==> config.mk <==
export PLATFORM = sky130hd
export DESIGN_NAME = ovsf_code_gen
export DESIGN_NICKNAME = d
export VERILOG_FILES = /design/src/rtl/ovsf_pkg.sv /design/src/rtl/ovsf_cfg_latch.sv /design/src/rtl/ovsf_chip_seq.sv /design/src/rtl/ovsf_chip_logic.sv /design/src/rtl/ovsf_word_logic.sv /design/src/rtl/ovsf_code_gen.sv
export SDC_FILE = /design/constraint.sdc
export NUM_CORES = 1
export LEC_CHECK = 0
export BUFFER_PORTS_ARGS = -buffer_cell sky130_fd_sc_hd__buf_4
export CAP_MARGIN = 20
export CORE_MARGIN = 1
export CORE_UTILIZATION = 30
export DETAILED_ROUTE_END_ITERATION = 8
export PLACE_DENSITY_LB_ADDON = 0.25
export SYNTH_ARGS = -nofsm -noshare
export SYNTH_HDL_FRONTEND = slang
export SYNTH_HIERARCHICAL = 1
export SYNTH_SLANG_ARGS = --single-unit
==> constraint.sdc <==
create_clock -name clk -period 3.35 [get_ports clk]
set_input_delay 0.5025 -clock clk [delete_from_list [all_inputs] [get_ports clk]]
set_output_delay 0.5025 -clock clk [all_outputs]
set_load 0.05 [all_outputs]
==> src/rtl/ovsf_pkg.sv <==
package ovsf_pkg;
  typedef enum logic [1:0] {
    ST_IDLE = 2'd0,
    ST_SER  = 2'd1,
    ST_WRD  = 2'd2
  } seq_state_t;

  localparam logic [1:0] PM_PLUS  = 2'b01;
  localparam logic [1:0] PM_MINUS = 2'b11;
endpackage

==> src/rtl/ovsf_cfg_latch.sv <==
module ovsf_cfg_latch #(
  parameter int MAX_LOG2 = 9,
  parameter int LOG2_W   = 4
) (
  input  logic                clk,
  input  logic                rst_n,
  input  logic                load,
  input  logic [LOG2_W-1:0]   n_in,
  input  logic [MAX_LOG2-1:0] code_in,
  output logic [MAX_LOG2-1:0] rev_q,
  output logic [MAX_LOG2-1:0] last_q
);
  logic [MAX_LOG2-1:0] rev_d;
  logic [MAX_LOG2-1:0] last_d;

  // Bit-reverse the low n bits of the code; higher code bits drop out.
  always_comb begin
    rev_d = '0;
    for (int j = 0; j < MAX_LOG2; j++) begin
      for (int b = 0; b < MAX_LOG2; b++) begin
        if (b + j + 1 == int'(n_in)) rev_d[j] = code_in[b];
      end
    end
  end

  // Final chip index SF-1: n low ones.
  always_comb begin
    for (int j = 0; j < MAX_LOG2; j++) last_d[j] = (j < int'(n_in));
  end

  always_ff @(posedge clk or negedge rst_n) begin
    if (!rst_n) begin
      rev_q  <= '0;
      last_q <= '0;
    end else if (load) begin
      rev_q  <= rev_d;
      last_q <= last_d;
    end
  end
endmodule

==> src/rtl/ovsf_chip_seq.sv <==
module ovsf_chip_seq
  import ovsf_pkg::*;
#(
  parameter int MAX_LOG2 = 9
) (
  input  logic                clk,
  input  logic                rst_n,
  input  logic                start,
  input  logic                word_sel,
  input  logic                rdy,
  input  logic [MAX_LOG2-1:0] last_idx,
  output seq_state_t          state,
  output logic [MAX_LOG2-1:0] idx
);
  always_ff @(posedge clk or negedge rst_n) begin
    if (!rst_n) begin
      state <= ST_IDLE;
      idx   <= '0;
    end else if (start) begin
      state <= word_sel ? ST_WRD : ST_SER;
      idx   <= '0;
    end else begin
      unique case (state)
        ST_SER: if (rdy) begin
          if (idx == last_idx) state <= ST_IDLE;
          else                 idx   <= idx + 1'b1;
        end
        ST_WRD: if (rdy) state <= ST_IDLE;
        default: state <= ST_IDLE;
      endcase
    end
  end
endmodule

==> src/rtl/ovsf_chip_logic.sv <==
module ovsf_chip_logic #(
  parameter int MAX_LOG2 = 9
) (
  input  logic [MAX_LOG2-1:0] idx,
  input  logic [MAX_LOG2-1:0] rev,
  output logic                chip
);
  assign chip = ^(idx & rev);
endmodule

==> src/rtl/ovsf_word_logic.sv <==
module ovsf_word_logic #(
  parameter int WORD_LOG2 = 5,
  localparam int WORD_W = 1 << WORD_LOG2
) (
  input  logic [WORD_LOG2-1:0] rev,
  output logic [WORD_W-1:0]    word
);
  // Row i of the generating matrix is the index i itself.
  for (genvar i = 0; i < WORD_W; i++) begin : g_row
    localparam logic [WORD_LOG2-1:0] ROW = WORD_LOG2'(i);
    assign word[i] = ^(ROW & rev);
  end
endmodule

==> src/rtl/ovsf_code_gen.sv <==
module ovsf_code_gen
  import ovsf_pkg::*;
#(
  parameter int MAX_LOG2  = 9,
  parameter int WORD_LOG2 = 5,
  localparam int LOG2_W   = $clog2(MAX_LOG2 + 1),
  localparam int WORD_W   = 1 << WORD_LOG2
) (
  input  logic                clk,
  input  logic                rst_n,
  input  logic [LOG2_W-1:0]   sf_log2,
  input  logic [MAX_LOG2-1:0] code_num,
  input  logic                word_mode,
  input  logic                sym_start,
  input  logic                out_rdy,
  output logic                chip_vld,
  output logic                chip_bit,
  output logic [1:0]          chip_pm,
  output logic                chip_last,
  output logic                word_vld,
  output logic [WORD_W-1:0]   code_word
);
  logic [LOG2_W-1:0]   n_eff;
  logic                word_sel;
  logic [MAX_LOG2-1:0] rev_q;
  logic [MAX_LOG2-1:0] last_q;
  logic [MAX_LOG2-1:0] idx;
  seq_state_t          state;
  logic                chip_raw;
  logic [WORD_W-1:0]   word_raw;

  assign n_eff    = (sf_log2 > LOG2_W'(MAX_LOG2)) ? LOG2_W'(MAX_LOG2) : sf_log2;
  assign word_sel = word_mode && (n_eff == LOG2_W'(WORD_LOG2));

  ovsf_cfg_latch #(.MAX_LOG2(MAX_LOG2), .LOG2_W(LOG2_W)) u_cfg (
    .clk(clk), .rst_n(rst_n), .load(sym_start), .n_in(n_eff),
    .code_in(code_num), .rev_q(rev_q), .last_q(last_q)
  );

  ovsf_chip_seq #(.MAX_LOG2(MAX_LOG2)) u_seq (
    .clk(clk), .rst_n(rst_n), .start(sym_start), .word_sel(word_sel),
    .rdy(out_rdy), .last_idx(last_q), .state(state), .idx(idx)
  );

  ovsf_chip_logic #(.MAX_LOG2(MAX_LOG2)) u_chip (
    .idx(idx), .rev(rev_q), .chip(chip_raw)
  );

  ovsf_word_logic #(.WORD_LOG2(WORD_LOG2)) u_word (
    .rev(rev_q[WORD_LOG2-1:0]), .word(word_raw)
  );

  assign chip_vld  = (state == ST_SER);
  assign word_vld  = (state == ST_WRD);
  assign chip_bit  = chip_vld & chip_raw;
  assign chip_pm   = chip_bit ? PM_MINUS : PM_PLUS;
  assign chip_last = chip_vld && (idx == last_q);
  assign code_word = word_vld ? word_raw : '0;
endmodule

Yosys cells after proc, flatten, opt, wreduce, memory -nomap -nowiden
Cells that the tools add are included.
{"block": "word_totals", "input_bits": 18, "out_inout_bits": 38, "word_cells": 169, "reg_bits": 29}
{"block": "classes", "addsub": 1, "eq_ne": 23, "reduce_logical": 38, "magnitude_cmp": 10, "bitwise": 2, "n_mux": 91}
{"operator": "$reduce_xor A5 Y1", "n": 31}
{"operator": "$mux W1", "n": 78}
{"operator": "$mux W9", "n": 4}
{"operator": "$eq A4 B4 Y1 const A", "n": 8}
{"operator": "$mux W32", "n": 1}
{"operator": "$eq A3 B4 Y1 const A", "n": 4}
{"operator": "$lt A3 B4 Y1 const A", "n": 4}
{"operator": "$mux W2", "n": 6}
{"operator": "$add A9 B1 Y9 const B", "n": 1}
{"operator": "$and A9 B9 Y9", "n": 1}
{"operator": "$eq A9 B9 Y1", "n": 1}
{"operator": "$reduce_xor A9 Y1", "n": 1}
{"operator": "$eq A2 B4 Y1 const A", "n": 2}
{"operator": "$lt A1 B4 Y1 const A", "n": 2}
{"operator": "$lt A2 B4 Y1 const A", "n": 2}
{"operator": "$ne A3 B3 Y1 const B", "n": 2}
{"operator": "$reduce_and A3 Y1", "n": 2}
{"operator": "$eq A1 B4 Y1 const A", "n": 1}
{"operator": "$eq A4 B3 Y1 const B", "n": 1}
{"operator": "$gt A4 B4 Y1 const B", "n": 1}
{"operator": "$lt A4 B4 Y1 const A", "n": 1}
{"operator": "$mux W4", "n": 1}
{"operator": "$pmux W2 S2", "n": 1}
{"operator": "$reduce_bool A2 Y1", "n": 2}
{"operator": "other kinds (6)", "n": 7}

Depth between registers and ports, before layout
{"block": "logic_depth", "depth_word": 12, "ltp_mapped": 9, "ltp_nobuf": 7}

By module
Netlist, hierarchy kept.
{"module": "ovsf_cfg_latch", "n_inst": 1, "area_each_um2": 1381.3, "cells_per_inst": 170}
{"module": "ovsf_chip_seq", "n_inst": 1, "area_each_um2": 719.4, "cells_per_inst": 72}
{"module": "ovsf_code_gen", "n_inst": 1, "area_each_um2": 434.2, "cells_per_inst": 60}
{"module": "ovsf_word_logic", "n_inst": 1, "area_each_um2": 367.9, "cells_per_inst": 44}
{"module": "ovsf_chip_logic", "n_inst": 1, "area_each_um2": 118.9, "cells_per_inst": 16}

Least setup slack after synthesis
No wires, ideal clock.
{"block": "synth_timing", "path_kind": "register to output", "start": "register u_seq.idx[4]", "end": "output port chip_pm[1]", "arrival_time_ps": 1931, "slack_ps": 917, "path_stages_with_launch": 7, "n_path_buf": 1, "t_required_ps": 2847, "path_cell_list": "dfrtp_1 > nand2_1 > xor2_1 > xnor3_1 > xnor2_1 > and2_1 > buf_4"}
{"block": "synth_between", "elab_chain_len": 4}
{"item": "start: declaration", "line_no": "ovsf_chip_seq.sv:13", "text": "output logic [MAX_LOG2-1:0] idx"}
{"item": "start signal: assignment", "line_no": "ovsf_chip_seq.sv:26", "text": "else idx <= idx + 1'b1;"}
{"item": "$and A9 B9 Y9", "line_no": "ovsf_chip_logic.sv:8", "text": "assign chip = ^(idx & rev);"}
{"item": "$reduce_xor A9 Y1", "line_no": "ovsf_chip_logic.sv:8"}
{"item": "named net chip_raw", "line_no": "ovsf_code_gen.sv:29", "text": "logic chip_raw;"}
{"item": "$and A1 B1 Y1", "line_no": "ovsf_code_gen.sv:55", "text": "assign chip_bit = chip_vld & chip_raw;"}
{"item": "named net chip_bit", "line_no": "ovsf_code_gen.sv:17", "text": "output logic chip_bit,"}
{"item": "$mux W2", "line_no": "ovsf_code_gen.sv:56", "text": "assign chip_pm = chip_bit ? PM_MINUS : PM_PLUS;"}
{"item": "end: declaration", "line_no": "ovsf_code_gen.sv:18", "text": "output logic [1:0] chip_pm,"}
The timed path passes the listed nets, and every way through them passes these cells.

Worst setup path in the final report
{"block": "layout_timing", "start": "register u_cfg.rev_q[4]", "end": "output port chip_pm[1]"}
{"block": "layout_between", "elab_chain_len": 4}
{"item": "start: declaration", "line_no": "ovsf_cfg_latch.sv:10", "text": "output logic [MAX_LOG2-1:0] rev_q,"}
{"item": "start signal: assignment", "line_no": "ovsf_cfg_latch.sv:36", "text": "rev_q <= rev_d;"}
{"item": "$and A9 B9 Y9", "line_no": "ovsf_chip_logic.sv:8"}
{"item": "$reduce_xor A9 Y1", "line_no": "ovsf_chip_logic.sv:8"}
{"item": "named net chip_raw", "line_no": "ovsf_code_gen.sv:29"}
{"item": "$and A1 B1 Y1", "line_no": "ovsf_code_gen.sv:55"}
{"item": "$mux W2", "line_no": "ovsf_code_gen.sv:56"}
The timed path passes the listed nets, and every way through them passes these cells.

==> impl_metrics.toml <==
[cells_and_area]
drive_above_1_share = 0.258
num_antenna_cells = 0
final_util = 0.354
seqCellArea_um2 = 726
multi_input_area_um2 = 1980
final_nets = 412
synthToLayoutAreaGrowth_pct = 14.4
fillers = 1067

[floorplan]
io_pins = 56
start_util = 0.309
coreArea_um2 = 9770
fp.dieH_um = 102
dieArea_um2 = 10500
die_x_um = 102
row_count = 36

[logic_synthesis]
ys_seq_elements = 29
yosys_warnings = 6
seq_area_frac_synth = 0.240
async_reset_ff_frac = 1.00
syn_inst = 362
avgSynthCellArea_um2 = 8.35
synth.distinct_cells = 68
synth_area_um2 = 3020
synth-main-ff-cell = "dfrtp_1"
synth_edf_count = 0
syn_nets = 381

[grt]
antenna_found_initial = 0
grt_pass1_wl_um = 12300
grt_usage = 0.148
grt_pass1_vias = 2403
overflow = 0
grt_max_degree = 52

[critical_path]
crit-reg2reg-launch = "u_seq/idx[2]$_DFFE_PN0P_"
worstPathRequired_ps = 2850
worstPathCellList = "nand2_1 > xor2_1 > xnor3_1 > xnor2_1 > and2_1 > buf_4"
r2r_cells = 5
critPathMaxFanout = 11
r2r_end = "u_seq/idx[5]$_DFFE_PN0P_"
worst_path_largest_cell_delay_ps = 690
path_delay_family = "XOR/XNOR gates"
worst_path_max_delay_cell = "dfrtp_1"
worstPathArrival_ps = 2160
worstSetupPathType = "flop to output pin"
reg2reg_slack_ps = 1430
cp-start-kind = "flop"
worst_setup_path_end_kind = "output pin"
path_buf_inv = 1

[clock_tree]
cts_buffer_depth = 2
cts_tree = "built"
clkSlewWorstSetupHoldPaths_ps = 60
h-tree-depth = 2
root_buffer = "clkbuf_8"
cts_sinks = 29
postCtsSetupRepairBufs = 0
clkLatencyLatePin_ps = 270
cts-resized-gates = 0
cts-hold-fix-buffers = 0
cts_made_buffers = 5

[place]
place_congestion = 0.832
port_buffers = 53
dp_hpwl_um = 5600

[min_path]
min_path_type = "primary input to async pin"

[detailed_routing]
vias = 2597
via_per_inst = 4.95
dr.pass1.iters = 4
antenna_left = 0
drt-wirelength-per-cell_um = 14.4
drc = 0
initialDrtViolationCount = 95
routed_wl_um = 7550

[pwr]
power.density_nw_per_um2 = 311
leakage_nw = 1.49
irDropWorstVdd_mv = 0.122

[sta]
maxSlewViolCount = 0
timing_hold_violations_final = 0
setup_tns_ps = 0
report.final.setup_viol = 0
worstMarginPinSlew_ps = 572
period_share = 0.795
grt_setup_unrepaired = "false"
finClkSkew_ps = 9.72
fmax_ghz = 0.376
finalCriticalPeriod_ps = 2660
max_slew_margin = 0.619
holdWs_ps = 147

[run]
max_cap_viol_count = 0

[status]
status = "completed"
[area by class of cell]
type / instances / area share
Inverter: 19 / 0.0206
Multi-Input combinational cell: 280 / 0.574
Sequential cell: 29 / 0.210
Clock buffer: 5 / 0.0199
Timing Repair Buffer: 58 / 0.126
Tap cell: 133 / 0.0481
Clock inverter: 1 / 0.00145
[placed cells by master (no fill, tap or decap), types with 3 or more instances in the layout]
| cell type | instances |
|---|---|
| buf_4 | 58 |
| and2_1 | 21 |
| o21ai_0 | 8 |
| a31oi_1 | 10 |
| clkbuf_8 | 5 |
| nand4_1 | 8 |
| nand2b_1 | 4 |
| nand3_1 | 6 |
| and3_1 | 4 |
| o22ai_1 | 4 |
| a31o_2 | 4 |
| a311o_1 | 3 |
| dfrtp_1 | 29 |
| mux2_2 | 3 |
| nor2b_1 | 7 |
| xnor2_1 | 33 |
| mux2i_1 | 8 |
| o41ai_1 | 3 |
| nor3_1 | 4 |
| nor2_1 | 32 |
| and2_2 | 12 |
| inv_1 | 18 |
| a21oi_1 | 17 |
| xor2_1 | 16 |
| nand2_1 | 26 |
[metrics by stage]
step	cells	total power (W)	instance area (um2)	worst slack, ps
2_1_floorplan	362	0.000754	3020	917
3_3_place_gp	519	0.000821	3380	967
3_5_place_dp	519	0.000825	3380	896
4_1_cts	525	0.00109	3460	632
5_1_grt	525	0.00114	3460	531
6_report	525	0.00107	3460	688
[where the power goes]
group | total, W | internal, W | switching (W)
registers | 0.000434 | 0.000376 | 0.0000571
clock network | 0.000257 | 0.000136 | 0.000121
logic | 0.000383 | 0.000181 | 0.000203
[worst max-delay path by stage]
stage / startpoint / end / slack (ps) / cells after the start
3_5_place_dp: sf_log2[3] / u_cfg/rev_q[8]$_DFFE_PN0P_ / 900 / 8
4_1_cts: u_cfg/rev_q[4]$_DFFE_PN0P_ / chip_pm[1] / 630 / 6
5_1_grt: u_cfg/rev_q[4]$_DFFE_PN0P_ / chip_pm[1] / 530 / 6
2_1_floorplan: u_seq/idx[4]$_DFFE_PN0P_ / chip_pm[1] / 920 / 6
6_report: u_cfg/rev_q[4]$_DFFE_PN0P_ / chip_pm[1] / 690 / 6
3_3_place_gp: sf_log2[3] / u_cfg/rev_q[8]$_DFFE_PN0P_ / 970 / 8
[logic make-up (layout without fill, tap and decap cells)]
family | Yosys count | in the layout | synth area share
simple gates | 138 | 138 | 0.252
compound gates | 72 | 72 | 0.168
flops | 29 | 29 | 0.240
buf+inv | 53 | 83 | 0.104
fa+ha+maj | 1 | 1 | 0.00414
xor+xnor | 53 | 53 | 0.171
mux | 14 | 14 | 0.0576
other cells | 2 | 2 | 0.00249
[sequential cells by signal, indices dropped and copies added (netlist names)]
signal        flops
u_seq/state       2
u_cfg/last_q      9
u_cfg/rev_q       9
u_seq/idx         9
[Yosys cell counts (3+ instances only)]
cell	n	area (um2)
nor2_1	32	120
o41ai_1	3	26.3
nand4_1	8	50.1
a31o_2	4	35.0
and3_1	4	25.0
xor2_1	16	140
buf_4	12	90.1
a31oi_1	10	62.6
xnor2_1	33	289
o21ai_0	8	40.0
dfrtp_1	29	726
a311o_1	3	30.0
o22ai_1	4	25.0
nand3_1	6	30.0
buf_6	6	67.6
clkbuf_1	7	26.3
mux2_2	3	33.8
nor2b_1	8	50.1
a21oi_1	17	85.1
nand2b_1	4	25.0
and2_1	21	131
mux2i_1	8	80.1
buf_2	7	35.0
inv_1	18	67.6
and2_2	12	90.1
nand2_1	26	97.6
nor3_1	4	20.0
[per-layer routing]
layer / GRT usage / vias to the layer above / share of wire
li1: - / 1301 / -
met3: 0.0192 / 4 / 0.041
met2: 0.241 / 79 / 0.45
met4: 0.0330 / 0 / 0.0077
met5: 0 / - / 0
met1: 0.208 / 1213 / 0.50
(Power assumes the default switching activity.)
